==> config.mk <==
export PLATFORM = sky130hd
export DESIGN_NAME = chanreg_file
export DESIGN_NICKNAME = d
export VERILOG_FILES = /design/src/rtl/chanreg_pkg.sv /design/src/rtl/chanreg_decode.sv /design/src/rtl/chanreg_readback.sv /design/src/rtl/chanreg_addr_gen.sv /design/src/rtl/chanreg_file.sv
export SDC_FILE = /design/constraint.sdc
export NUM_CORES = 1
export LEC_CHECK = 0
export BUFFER_PORTS_ARGS = -buffer_cell sky130_fd_sc_hd__buf_4
export CORE_MARGIN = 2
export CORE_UTILIZATION = 64
export CTS_BUF_LIST = sky130_fd_sc_hd__clkbuf_4 sky130_fd_sc_hd__clkbuf_8 sky130_fd_sc_hd__clkbuf_16
export DETAILED_ROUTE_END_ITERATION = 10
export GPL_TIMING_DRIVEN = 0
export PLACE_DENSITY = 0.9
export RECOVER_POWER = 100
export SYNTH_ARGS = -nofsm -noshare
export SYNTH_HDL_FRONTEND = slang
export SYNTH_HIERARCHICAL = 1
export SYNTH_SLANG_ARGS = --single-unit
==> constraint.sdc <==
create_clock -name clk -period 10.6 [get_ports clk]
set_clock_uncertainty 0.05 [all_clocks]
set_input_delay 0.53 -clock clk [delete_from_list [all_inputs] [get_ports clk]]
set_output_delay 0.53 -clock clk [all_outputs]
set_load 0.02 [all_outputs]
==> src/rtl/chanreg_pkg.sv <==
package chanreg_pkg;

    localparam int NCH  = 4;
    localparam int CH_W = $clog2(NCH);
    localparam int FAW  = 31;

    typedef enum logic [1:0] {
        SP_CHAN  = 2'd0,
        SP_PAGE  = 2'd1,
        SP_HPAGE = 2'd2,
        SP_NONE  = 2'd3
    } space_e;

    typedef struct packed {
        logic            hit;
        logic [CH_W-1:0] idx;
    } page_slot_t;

    // offset -> channel for the page spaces; unlisted offsets hold nothing
    function automatic page_slot_t page_lookup(input logic [2:0] ofs);
        page_slot_t r;
        r = '0;
        case (ofs)
            3'd1:    begin r.hit = 1'b1; r.idx = CH_W'(2); end
            3'd2:    begin r.hit = 1'b1; r.idx = CH_W'(3); end
            3'd3:    begin r.hit = 1'b1; r.idx = CH_W'(1); end
            3'd7:    begin r.hit = 1'b1; r.idx = CH_W'(0); end
            default: r = '0;
        endcase
        return r;
    endfunction

endpackage

==> src/rtl/chanreg_decode.sv <==
module chanreg_decode
    import chanreg_pkg::*;
#(
    parameter int WSHIFT = 0,
    localparam int OFS_W = 4 + WSHIFT
) (
    input  logic [1:0]       acc_space,
    input  logic [OFS_W-1:0] acc_ofs,
    output logic             chan_hit,
    output logic [CH_W-1:0]  chan_idx,
    output logic             is_cnt,
    output logic             pg_hit,
    output logic             hpg_hit,
    output logic [CH_W-1:0]  pg_idx
);

    logic [3:0] iport;
    page_slot_t slot;

    always_comb begin
        iport    = acc_ofs[OFS_W-1:WSHIFT];
        chan_hit = (space_e'(acc_space) == SP_CHAN) && !iport[3];
        chan_idx = iport[2:1];
        is_cnt   = iport[0];
        slot     = page_lookup(acc_ofs[2:0]);
        pg_hit   = (space_e'(acc_space) == SP_PAGE)  && slot.hit;
        hpg_hit  = (space_e'(acc_space) == SP_HPAGE) && slot.hit;
        pg_idx   = slot.idx;
    end

endmodule

==> src/rtl/chanreg_readback.sv <==
module chanreg_readback #(
    parameter int WSHIFT = 0,
    localparam int AW = 16 + WSHIFT,
    localparam int PW = 17 + WSHIFT
) (
    input  logic          ptr,
    input  logic          is_cnt,
    input  logic          down,
    input  logic [AW-1:0] cur_addr,
    input  logic [15:0]   base_cnt,
    input  logic [PW-1:0] prog,
    output logic [7:0]    rd_byte
);

    logic [31:0] live_d;
    logic [31:0] scaled_d;

    always_comb begin
        if (is_cnt) begin
            live_d = (32'(base_cnt) << WSHIFT) - 32'(prog);
        end else if (down) begin
            live_d = 32'(cur_addr) - 32'(prog);
        end else begin
            live_d = 32'(cur_addr) + 32'(prog);
        end
        scaled_d = live_d >> WSHIFT;
        rd_byte  = ptr ? scaled_d[15:8] : scaled_d[7:0];
    end

endmodule

==> src/rtl/chanreg_addr_gen.sv <==
module chanreg_addr_gen
    import chanreg_pkg::*;
#(
    parameter int WSHIFT = 0,
    localparam int AW = 16 + WSHIFT,
    localparam int LW = 17 + WSHIFT
) (
    input  logic [NCH-1:0][AW-1:0]  cur_addr,
    input  logic [NCH-1:0][7:0]     page,
    input  logic [NCH-1:0][7:0]     hpage,
    input  logic [NCH-1:0][15:0]    base_cnt,
    output logic [NCH-1:0][FAW-1:0] full_addr,
    output logic [NCH-1:0][LW-1:0]  xfer_len
);

    for (genvar ch = 0; ch < NCH; ch++) begin : g_chan
        always_comb begin
            full_addr[ch] = {hpage[ch][6:0], 24'b0}
                          | {7'b0, page[ch], 16'b0}
                          | FAW'(cur_addr[ch]);
            xfer_len[ch]  = (LW'(base_cnt[ch]) + LW'(1)) << WSHIFT;
        end
    end

endmodule

==> src/rtl/chanreg_file.sv <==
module chanreg_file
    import chanreg_pkg::*;
#(
    parameter int WSHIFT = 0,
    localparam int OFS_W = 4 + WSHIFT,
    localparam int AW    = 16 + WSHIFT,
    localparam int PW    = 17 + WSHIFT,
    localparam int LW    = 17 + WSHIFT
) (
    input  logic               clk,
    input  logic               rst_n,
    input  logic [1:0]         acc_space,
    input  logic [OFS_W-1:0]   acc_ofs,
    input  logic               acc_wr,
    input  logic               acc_rd,
    input  logic [7:0]         acc_wdata,
    input  logic               ptr_clear,
    input  logic [NCH-1:0]     dir_down,
    input  logic               prog_we,
    input  logic [CH_W-1:0]    prog_ch,
    input  logic [PW-1:0]      prog_val,
    output logic [7:0]         acc_rdata,
    output logic [NCH*FAW-1:0] chan_addr,
    output logic [NCH*LW-1:0]  chan_len
);

    typedef struct packed {
        logic                   ptr;
        logic [NCH-1:0][15:0]   base_a;
        logic [NCH-1:0][15:0]   base_c;
        logic [NCH-1:0][AW-1:0] cur_a;
        logic [NCH-1:0][PW-1:0] prog;
        logic [NCH-1:0][7:0]    page;
        logic [NCH-1:0][7:0]    hpage;
        logic [7:0]             rdata;
    } state_t;

    state_t st_d, st_q;

    logic            chan_hit, is_cnt, pg_hit, hpg_hit;
    logic [CH_W-1:0] chan_idx, pg_idx;
    logic [7:0]      rb_byte;
    logic [15:0]     new_base_a;
    logic            ptr_now;

    logic [NCH-1:0][FAW-1:0] full_arr;
    logic [NCH-1:0][LW-1:0]  len_arr;

    chanreg_decode #(.WSHIFT(WSHIFT)) dec_i (
        .acc_space (acc_space),
        .acc_ofs   (acc_ofs),
        .chan_hit  (chan_hit),
        .chan_idx  (chan_idx),
        .is_cnt    (is_cnt),
        .pg_hit    (pg_hit),
        .hpg_hit   (hpg_hit),
        .pg_idx    (pg_idx)
    );

    chanreg_readback #(.WSHIFT(WSHIFT)) rb_i (
        .ptr      (st_q.ptr),
        .is_cnt   (is_cnt),
        .down     (dir_down[chan_idx]),
        .cur_addr (st_q.cur_a[chan_idx]),
        .base_cnt (st_q.base_c[chan_idx]),
        .prog     (st_q.prog[chan_idx]),
        .rd_byte  (rb_byte)
    );

    chanreg_addr_gen #(.WSHIFT(WSHIFT)) ag_i (
        .cur_addr  (st_q.cur_a),
        .page      (st_q.page),
        .hpage     (st_q.hpage),
        .base_cnt  (st_q.base_c),
        .full_addr (full_arr),
        .xfer_len  (len_arr)
    );

    always_comb begin
        st_d       = st_q;
        new_base_a = st_q.base_a[chan_idx];

        if (prog_we) begin
            st_d.prog[prog_ch] = prog_val;
        end

        if (acc_wr) begin
            if (chan_hit) begin
                if (st_q.ptr) begin
                    if (is_cnt) begin
                        st_d.base_c[chan_idx][15:8] = acc_wdata;
                    end else begin
                        new_base_a[15:8]            = acc_wdata;
                        st_d.base_a[chan_idx][15:8] = acc_wdata;
                    end
                    st_d.cur_a[chan_idx] = AW'(new_base_a) << WSHIFT;
                    st_d.prog[chan_idx]  = '0;
                end else if (is_cnt) begin
                    st_d.base_c[chan_idx][7:0] = acc_wdata;
                end else begin
                    st_d.base_a[chan_idx][7:0] = acc_wdata;
                end
                st_d.ptr = ~st_q.ptr;
            end else if (pg_hit) begin
                st_d.page[pg_idx] = acc_wdata;
            end else if (hpg_hit) begin
                st_d.hpage[pg_idx] = acc_wdata;
            end
        end else if (acc_rd) begin
            if (chan_hit) begin
                st_d.rdata = rb_byte;
                st_d.ptr   = ~st_q.ptr;
            end else if (pg_hit) begin
                st_d.rdata = st_q.page[pg_idx];
            end else if (hpg_hit) begin
                st_d.rdata = st_q.hpage[pg_idx];
            end else begin
                st_d.rdata = '0;
            end
        end

        if (ptr_clear) begin
            st_d.ptr = 1'b0;
        end
    end

    always_ff @(posedge clk or negedge rst_n) begin
        if (!rst_n) begin
            st_q <= '0;
        end else begin
            st_q <= st_d;
        end
    end

    assign ptr_now   = st_q.ptr;
    assign acc_rdata = st_q.rdata;
    assign chan_addr = full_arr;
    assign chan_len  = len_arr;

endmodule

# Yosys cells after proc, flatten, opt, wreduce, memory -nomap -nowiden
# Index checks and enable logic that the tools add are counted.
# Widths: inputs -> output; s select.
# word_totals
regBits	333
inputBits	43
# classes
add_sub_neg	7
n_lt_le_gt_ge	6
n_eq_ne	6
mux	62
bitwise	15
reduce_logical	17
# ops
operator	count
$bwmux 64	5
$mux 64	5
$mux 132	2
$mux 261	1
$mux 128	1
$mux 16	8
$or 31x16->31	4
$or 31x24->31	4
$bmux 16 s2	3
$demux 16 s2	3
$mux 32	3
$mux 8	12
$add 16x1->17 const B	4
$and 68x68->68	1
$bwmux 68	1
$demux 17 s2	2
$mux 68	1
$not 68->68	1
$bwmux 32	2
$bmux 17 s2	1
$mux 17	2
$bmux 8 s2	2
$sub 16x16->16	2
$add 16x16->16	1
other kinds (20)	42

# Depth between registers and ports, before layout
# Gate-level depths: netlist (run 1).
# logic_depth
depth_word	11
ltp_mapped	21

# Modules after synthesis
# Netlist (run 1), hierarchy kept.
# modules_own_cells
mod	n_inst	cells_per_inst	area_each_um2
chanreg_file	1	1092	15153.3
chanreg_readback	1	304	2129.5
chanreg_addr_gen	1	280	2045.7
chanreg_decode	1	11	81.3

# Least setup slack after synthesis (run 1)
# No wires, ideal clock.
# synth_path
kind	input -> register
from	input acc_ofs[1]
to	register st_q, in the netlist acc_rdata[6]
setup_ns	0.087
t_arrival_ns	4.492
setup_slack_ns	5.971
path_stages	21
path_buffers	5
cell_sequence	buf_4 buf_6 buf_12 buf_4 buf_4 mux4_2 inv_1 ha_1 nand2_1 nor4_1 a21oi_1 xnor2_1 ha_1 and4_1 and2_1 a221oi_2 a32oi_1 xnor2_1 o221ai_1 nand2_1 o211ai_1
# synth_between
elab_chain_len	7
elab_cells_between_ends	28
classes_between	add/sub (3); eq/ne (4); mux (19); reduce/logical (2)
# synth_lines
item	line	rtl
start: declaration	chanreg_file.sv:13	input logic [OFS_W-1:0] acc_ofs,
$bmux 16 s2 / $bmux 17 s2 (equally long branches)	chanreg_file.sv:64, chanreg_file.sv:66	
$mux 16 (on tied branches)	chanreg_file.sv:64, chanreg_file.sv:66	
$add 16x16->16 / $sub 16x16->16 (equally long branches)	chanreg_readback.sv:24, chanreg_readback.sv:22	
$mux 16	chanreg_readback.sv:21	end else if (down) begin
$mux 16 *	chanreg_readback.sv:19	if (is_cnt) begin
$mux 8 *	chanreg_readback.sv:27	rd_byte = ptr ? scaled_d[15:8] : scaled_d[7:0];
named net rb_byte[6]	chanreg_file.sv:42	logic [7:0] rb_byte;
$mux 8 *	chanreg_file.sv:110	if (chan_hit) begin
end signal: assignment	chanreg_file.sv:131	st_q <= st_d;
end: declaration	chanreg_file.sv:38	state_t st_d, st_q;
# The timed path passes the listed nets; every way through them passes the cells marked *. The select of a mux whose other input is x is not followed.
# A chain may end at the register's enable or synchronous reset.

# Worst setup path after layout (run 1)
# layout_path
from	input acc_ofs[2]
to	register st_q, in the netlist acc_rdata[6]
# Same word-level chain as after synthesis.

==> flow_summary.ini, run 1 <==
[worst_setup_path]
cp-start-kind = primary input
crit_fanout = 10
crit_start = acc_ofs[2]
timing.rr.start = st_q[73]
critPathCaptureType = flop
critPathKind = primary input to flop
worstPathArrival_ps = 7450
cp.required_ps = 11010

[clocking]
h-tree-depth = 2
cts_root_buf = clkbuf_16
cts.sinks = 329
ctsResizeCount = 0
postCtsSetupBuffers = 0
cts_hold_buf = 1
insertion_delay_ps = 540
path_clk_slew_ps = 60
numCtsBuffers = 36
cts_tree = yes
clk_path_buf_depth = 3

[floorplanning]
core_area_mm2 = 0.0296
die_y_um = 177
initial_core_util_pct = 64.9
num_rows = 63
die_w_um = 177
ios = 243
die-area_mm2 = 0.0315

[finish]
multi_input_area_mm2 = 0.00922
layout-drive-gt1-share_pct = 31.3
instances_no_fill = 2369
syn2layout_area_growth_pct = 14.2
layout_commonest_cell = dfrtp_1
fillers = 2159
diodes = 0
finish.net_count = 2031
final_util_pct = 74.1
layout_common_cells = dfrtp_1, mux2_2, clkbuf_1, buf_4, nand2_1
regArea_mm2 = 0.00823

[placed_design]
dpl.hpwl_um = 40800
gp_congestion = 0.948
portBuffers = 239
placed_cells = 2302

[power]
peakVddDrop_uv = 147
p_per_area_mw_per_mm2 = 170
p_leak_nw = 10.4
power_mw = 3.74

[drt]
drc_errors = 0
wl_per_cell_um = 23.8
ant_nets = 0
first_pass_iters = 7
vias_per_cell = 6.30
vias = 14900
drt-total-wl_um = 56500
first_iter_violations = 1581

[sta]
hold_viol_final = 0
setup_tns_ps = 0
fin_crit_ps = 7040
worst_pin_slew_ps = 3630
max_freq_mhz = 142
max_slew_margin_pct = -142
setup_viol = 0
rsz0062_at_grt = no
layout_worst_path_cycle_share_pct = 66.5
drv_slew = 62

[grt]
grt_overflow_total = 0
grtUsageTotal_pct = 36.0
antenna_found_initial = 1
gr-usage-met2_pct = 57.7
grt_pass1_vias = 14800
busiest_layer = met2
grt_pass1_wl_um = 85700
use_met1_pct = 49.5
grt_max_degree = 104
met3_usage_pct = 6.28

[hold_path]
min_path_type = primary input to flop
min_from = ptr_clear

[yosys]
syn_nets = 1750
synthCells = 1670
syn-mean-instance-area_um2 = 11.5
synth_area_mm2 = 0.0192
yosysWarnings = 6

[outcome]
violations = capacitance limit, slew limit
status = finished with violations

[flow_run]
maxCapViolCount = 1
worst max-delay path, cell delays in order:
cell,delay [ps]
clkbuf_1,200
buf_4,150
clkbuf_1,300
clkbuf_1,610
clkbuf_1,740
clkbuf_1,580
mux4_2,540
inv_1,120
ha_1,190
nand2_1,80
nor4_1,530
a21oi_1,180
xnor2_1,330
ha_1,360
and4_1,230
and2_0,150
a221oi_1,590
a32oi_1,220
xnor2_1,180
o221ai_1,340
nand2_1,120
o211ai_1,160
metal layers:
metal | part of all wire (%) | routed length, um | vias to the layer above
met5 | 0 | 0 | -
met4 | 3.8 | 2120 | 0
met3 | 8.7 | 4910 | 157
met2 | 48 | 27100 | 843
met1 | 40 | 22400 | 7557
li1 | - | - | 6376
final cells by class:
class	count	share of cell area [%]
Buffer	220	6.20
Clock buffer	50	4.81
Clock inverter	16	0.638
Inverter	39	0.667
Multi-Input combinational cell	1082	42.0
Sequential cell	329	37.5
Tap cell	390	2.22
Timing Repair Buffer	243	5.99
where the power goes:
| group | switching (mW) | total (mW) | internal, mW | leakage, nW |
|---|---|---|---|---|
| Sequential | 0.114 | 1.50 | 1.39 | 4.39 |
| Combinational | 0.563 | 0.975 | 0.411 | 5.37 |
| Clock | 0.531 | 1.26 | 0.729 | 0.603 |
metrics by stage:
stage               setup slack [ps]  area [um2]  hold WS, ps
floorplan                       5970       19200          184
global placement                4730       21500          418
detailed placement              4690       21600          436
CTS                             5170       22800          101
global route                    3200       22000          112
finish                          3560       22000          117
worst paths after layout:
kind / to / slack [ps] / cells after the start
setup / recovery: acc_rdata[6] / 3560 / 22
hold / removal: ptr_now / 120 / 2
setup reg to reg: acc_rdata[6] / 5650 / 16
hold reg to reg: flop / 450 / 1
max in group asynchronous: async pin / 6720 / 2
min in group asynchronous: async pin / 1730 / 2
Note: power is estimated with default switching activity, not from simulation.
==> inputs of run 2 (changes only) <==
Settings changed: CORE_UTILIZATION 64 to 59, PLACE_DENSITY 0.9 to 0.84.
Clock period 10.6 ns to 7.1 ns, I/O delays scaled along.
==> flow_summary.ini, run 2 (synthesis results as in run 1) <==
[outcome]
status = finished with violations
violations = capacitance limit, slew limit

[placed_design]
portBuffers = 239
dpl.hpwl_um = 40800
dpl_cell_area_mm2 = 0.0216
gp_congestion = 0.917

[clocking]
path_clk_slew_ps = 60
ctsResizeCount = 0
cts_tree = yes
clk_path_buf_depth = 3
cts.sinks = 329
numCtsBuffers = 36
postCtsSetupBuffers = 0
h-tree-depth = 2
insertion_delay_ps = 530
cts_root_buf = clkbuf_16

[finish]
finish.net_count = 2031
layout_commonest_cell = dfrtp_1
layout-drive-gt1-share_pct = 31.0
fin_area_mm2 = 0.0220
syn2layout_area_growth_pct = 14.5
diodes = 0
layout_common_cells = dfrtp_1, mux2_2, clkbuf_1, buf_4, nand2_1

[drt]
drc_errors = 0
vias_per_cell = 6.16
drt-total-wl_um = 56900
first_pass_iters = 6
ant_nets = 0
vias = 14900
first_iter_violations = 1525
wl_per_cell_um = 23.6

[sta]
rsz0062_at_grt = no
max_freq_mhz = 166
setup_tns_ps = 0
drv_slew = 236
hold_viol_final = 0
worst_pin_slew_ps = 3030
setup_viol = 0
max_slew_margin_pct = -102
layout_worst_path_cycle_share_pct = 84.8
fin_crit_ps = 6020

[grt]
grt_pass1_wl_um = 86500
grt_pass1_vias = 14700
grt_max_degree = 123
antenna_found_initial = 0
grtUsageTotal_pct = 33.6
grt_overflow_total = 0

[worst_setup_path]
cp_top_family = buffers and inverters
cpPeakStageDelay_ps = 700
cp.required_ps = 7490
crit_path_cell_trace = clkbuf_1 > buf_4 > buf_2 > buf_4 > clkbuf_1 > clkbuf_1 > mux4_2 > inv_1 > ha_1 > nand2_1 > nor4_1 > a21oi_1 > xnor2_1 > ha_1 > and4_1 > and2_1 > a221oi_2 > a32oi_1 > xnor2_1 > o221ai_1 > nand2_1 > o211ai_1
cp-start-kind = primary input
critPathCaptureType = flop
critPathKind = primary input to flop
crit_fanout = 10
crit_buf_inv = 7
cp_common_cell = clkbuf_1
crit_path_top_delay_cell = clkbuf_1
worstPathArrival_ps = 6410

[power]
p_leak_nw = 10.4
peakVddDrop_uv = 166
p_per_area_mw_per_mm2 = 258

[floorplanning]
initial_core_util_pct = 59.6
num_rows = 66
die_y_um = 185
die_w_um = 185
ios = 243
die-area_mm2 = 0.0341
core_area_mm2 = 0.0323

[hold_path]
min_path_type = primary input to flop

[flow_run]
maxCapViolCount = 2
## run 2: worst paths after layout
path / cells after the start / from / slack, ps / endpoint
hold / removal: 3 / prog_val[9] / 50 / st_q[98]
setup reg to reg: 16 / st_q[124] / 2370 / acc_rdata[6]
max in group asynchronous: 3 / rst_n / 3170 / async pin
min in group asynchronous: 2 / rst_n / 400 / async pin
hold reg to reg: 1 / flop / 450 / flop
setup / recovery: 22 / acc_ofs[2] / 1080 / acc_rdata[6]
## run 2: per-stage QoR
step / utilization (%) / hold WS, ps / setup slack [ps] / power (mW) / cells
2_1_floorplan: - / 9.41 / 2650 / 3.22 / 1670
3_3_place_gp: 66.8 / 419 / 1500 / 3.71 / 2351
3_5_place_dp: 67.0 / 397 / 1440 / 3.76 / 2353
4_1_cts: 71.0 / 46.0 / 1960 / 5.76 / 2418
5_1_grt: 68.2 / 55.3 / 799 / 5.89 / 2418
6_report: 68.2 / 54.4 / 1080 / 5.69 / 2418
## run 2: power by group
part	switching [mW]	leakage [nW]	internal, mW
combinational	0.835	5.33	0.610
clock	0.768	0.626	1.23
sequential	0.171	4.39	2.07
total	1.77	10.4	3.91
## run 2: routing by layer
metal,share of wire [%],global-route usage (%)
met5,0,0
met4,3.6,11.5
met3,7.6,5.71
met2,48,54.0
met1,41,46.6
## run 2: timing repair
| item | CTS | global route |
|---|---|---|
| hold buffers | 2 | 0 |
| setup endpoints to repair | 0 | 0 |
| hold endpoints to repair | 96 | 0 |
## run 2: worst reg2reg max path: stages, from the launching register on
cell and delay, ps:
dfrtp_1 380, mux4_2 580, inv_1 170, ha_1 210, nand2_1 80, nor4_1 450
a21oi_1 180, xnor2_1 320, ha_1 360, and4_1 240, and2_1 160, a221oi_2 430
a32oi_1 190, xnor2_1 170, o221ai_1 320, nand2_1 170, o211ai_1 180
## run 2: cell type report
cell class                 instances  area, um2
multi-input combinational       1082       9230
tap                              442        553
timing repair buffer             243       1240
fill                            2473      10300
clock buffer                      52       1070
buffer                           220       1360
inverter                          39        146
clock inverter                    11        193
sequential                       329       8230
==> inputs of run 3 (changes only) <==
Settings changed: ABC_AREA set to 1, CORE_UTILIZATION 59 to 54, PLACE_DENSITY 0.84 to 0.81.
Clock period 7.1 ns to 5.4 ns, I/O delays scaled along.
==> flow_summary.ini, run 3 <==
[finish]
diodes = 0
layout_commonest_cell = nand2_1
layout-drive-gt1-share_pct = 12.6
layout_common_cells = nand2_1, dfrtp_1, o21ai_0, clkbuf_1, inv_1
syn2layout_area_growth_pct = 15.9
finish.net_count = 3002
fillers = 3202

[floorplanning]
die_y_um = 195
initial_core_util_pct = 55.0
die-area_mm2 = 0.0378
core_area_mm2 = 0.0357
die_w_um = 195
ios = 243
num_rows = 69

[sta]
max_freq_mhz = 206
rsz0062_at_grt = no
layout_worst_path_cycle_share_pct = 89.8
worst_pin_slew_ps = 4130
fin_crit_ps = 4850
setup_viol = 0
whs_ps = 32.2
hold_viol_final = 0
setup_tns_ps = 0
max_slew_margin_pct = -175
drv_slew = 90

[yosys]
synthCells = 2623
syn-mean-instance-area_um2 = 7.47
synth_area_mm2 = 0.0196
yosysWarnings = 6
syn_nets = 2703

[power]
p_leak_nw = 11.5
peakVddDrop_uv = 255
p_per_area_mw_per_mm2 = 338
power_mw = 7.69

[worst_setup_path]
cp.required_ps = 5830
reg2reg_slack_ps = 1370
critPathKind = primary input to flop
crit_path_top_delay_cell = clkbuf_1
worstPathArrival_ps = 5280
crit_fanout = 10
critPathCaptureType = flop
cpPeakStageDelay_ps = 590
cp-start-kind = primary input

[grt]
grt_pass1_vias = 18800
grtUsageTotal_pct = 34.8
grt_pass1_wl_um = 104000
grt_max_degree = 129
grt_overflow_total = 0
antenna_found_initial = 0

[flow_run]
maxCapViolCount = 1

[placed_design]
dpl.hpwl_um = 49100
portBuffers = 241
gp_congestion = 0.994

[clocking]
cts_tree = yes
numCtsBuffers = 38
clk_path_buf_depth = 3
ctsResizeCount = 0
path_clk_slew_ps = 60
cts.sinks = 329
insertion_delay_ps = 560
cts_root_buf = clkbuf_16
h-tree-depth = 2

[hold_path]
min_path_type = primary input to flop

[outcome]
status = finished with violations
violations = capacitance limit, slew limit

[drt]
first_pass_iters = 6
drc_errors = 0
first_iter_violations = 2422
wl_per_cell_um = 19.5
vias = 19600
ant_nets = 0
drt-total-wl_um = 66400
vias_per_cell = 5.75
run 3: critical path: cells and delay by family:
family          cells  cell delay [ps]
fa+ha+maj           2              540
buf+inv             6             1750
simple gates       18             1720
compound gates      3              830
xor+xnor            1              140
run 3: final cells by class:
cell class / count / area (um2) / share of cell area, %
multi-input combinational: 1807 / 8700 / 38.3
tap: 461 / 577 / 2.54
clock inverter: 14 / 178 / 0.782
sequential: 329 / 8230 / 36.2
buffer: 251 / 1430 / 6.27
inverter: 236 / 886 / 3.90
clock buffer: 55 / 1140 / 5.02
timing repair buffer: 259 / 1580 / 6.93
run 3: repair_timing:
item	in CTS	in global routing
hold buffers	16	0
setup buffers	0	0
hold endpoints to repair	108	0
run 3: through the flow:
stage / instance area (um2) / util, % / cells / setup slack (ps)
after floorplan: 19600 / - / 2623 / 1630
after global placement: 22000 / 61.7 / 3325 / 299
after detailed placement: 22100 / 61.8 / 3327 / 256
after CTS: 23500 / 66.0 / 3412 / 802
after global routing: 22700 / 63.7 / 3412 / 155
final: 22700 / 63.7 / 3412 / 551
run 3: where the power goes:
| part | leakage (nW) | internal [mW] | total [mW] | switching (mW) |
|---|---|---|---|---|
| clock network | 0.667 | 1.62 | 2.69 | 1.07 |
| logic | 6.67 | 0.726 | 1.98 | 1.26 |
| registers | 4.19 | 2.75 | 3.01 | 0.260 |
| total | 11.5 | 5.10 | 7.69 | 2.59 |
run 3: metal layers:
layer / vias up / track usage (%) / routed length [um]
met5: - / 0 / 0
met4: 0 / 14.4 / 2810
met3: 181 / 7.31 / 7690
met2: 1186 / 53.8 / 29300
met1: 9310 / 47.9 / 26600
li1: 8956 / - / -
run 3: worst paths after layout:
path,startpoint,end,depth (start not counted)
max,acc_ofs[1],acc_rdata[7],30
min reg2reg,flop,flop,2
min in group asynchronous,rst_n,async pin,2
max in group asynchronous,rst_n,st_q[132],2
max reg2reg,st_q[73],acc_rdata[7],26
min,prog_val[0],st_q[89],3
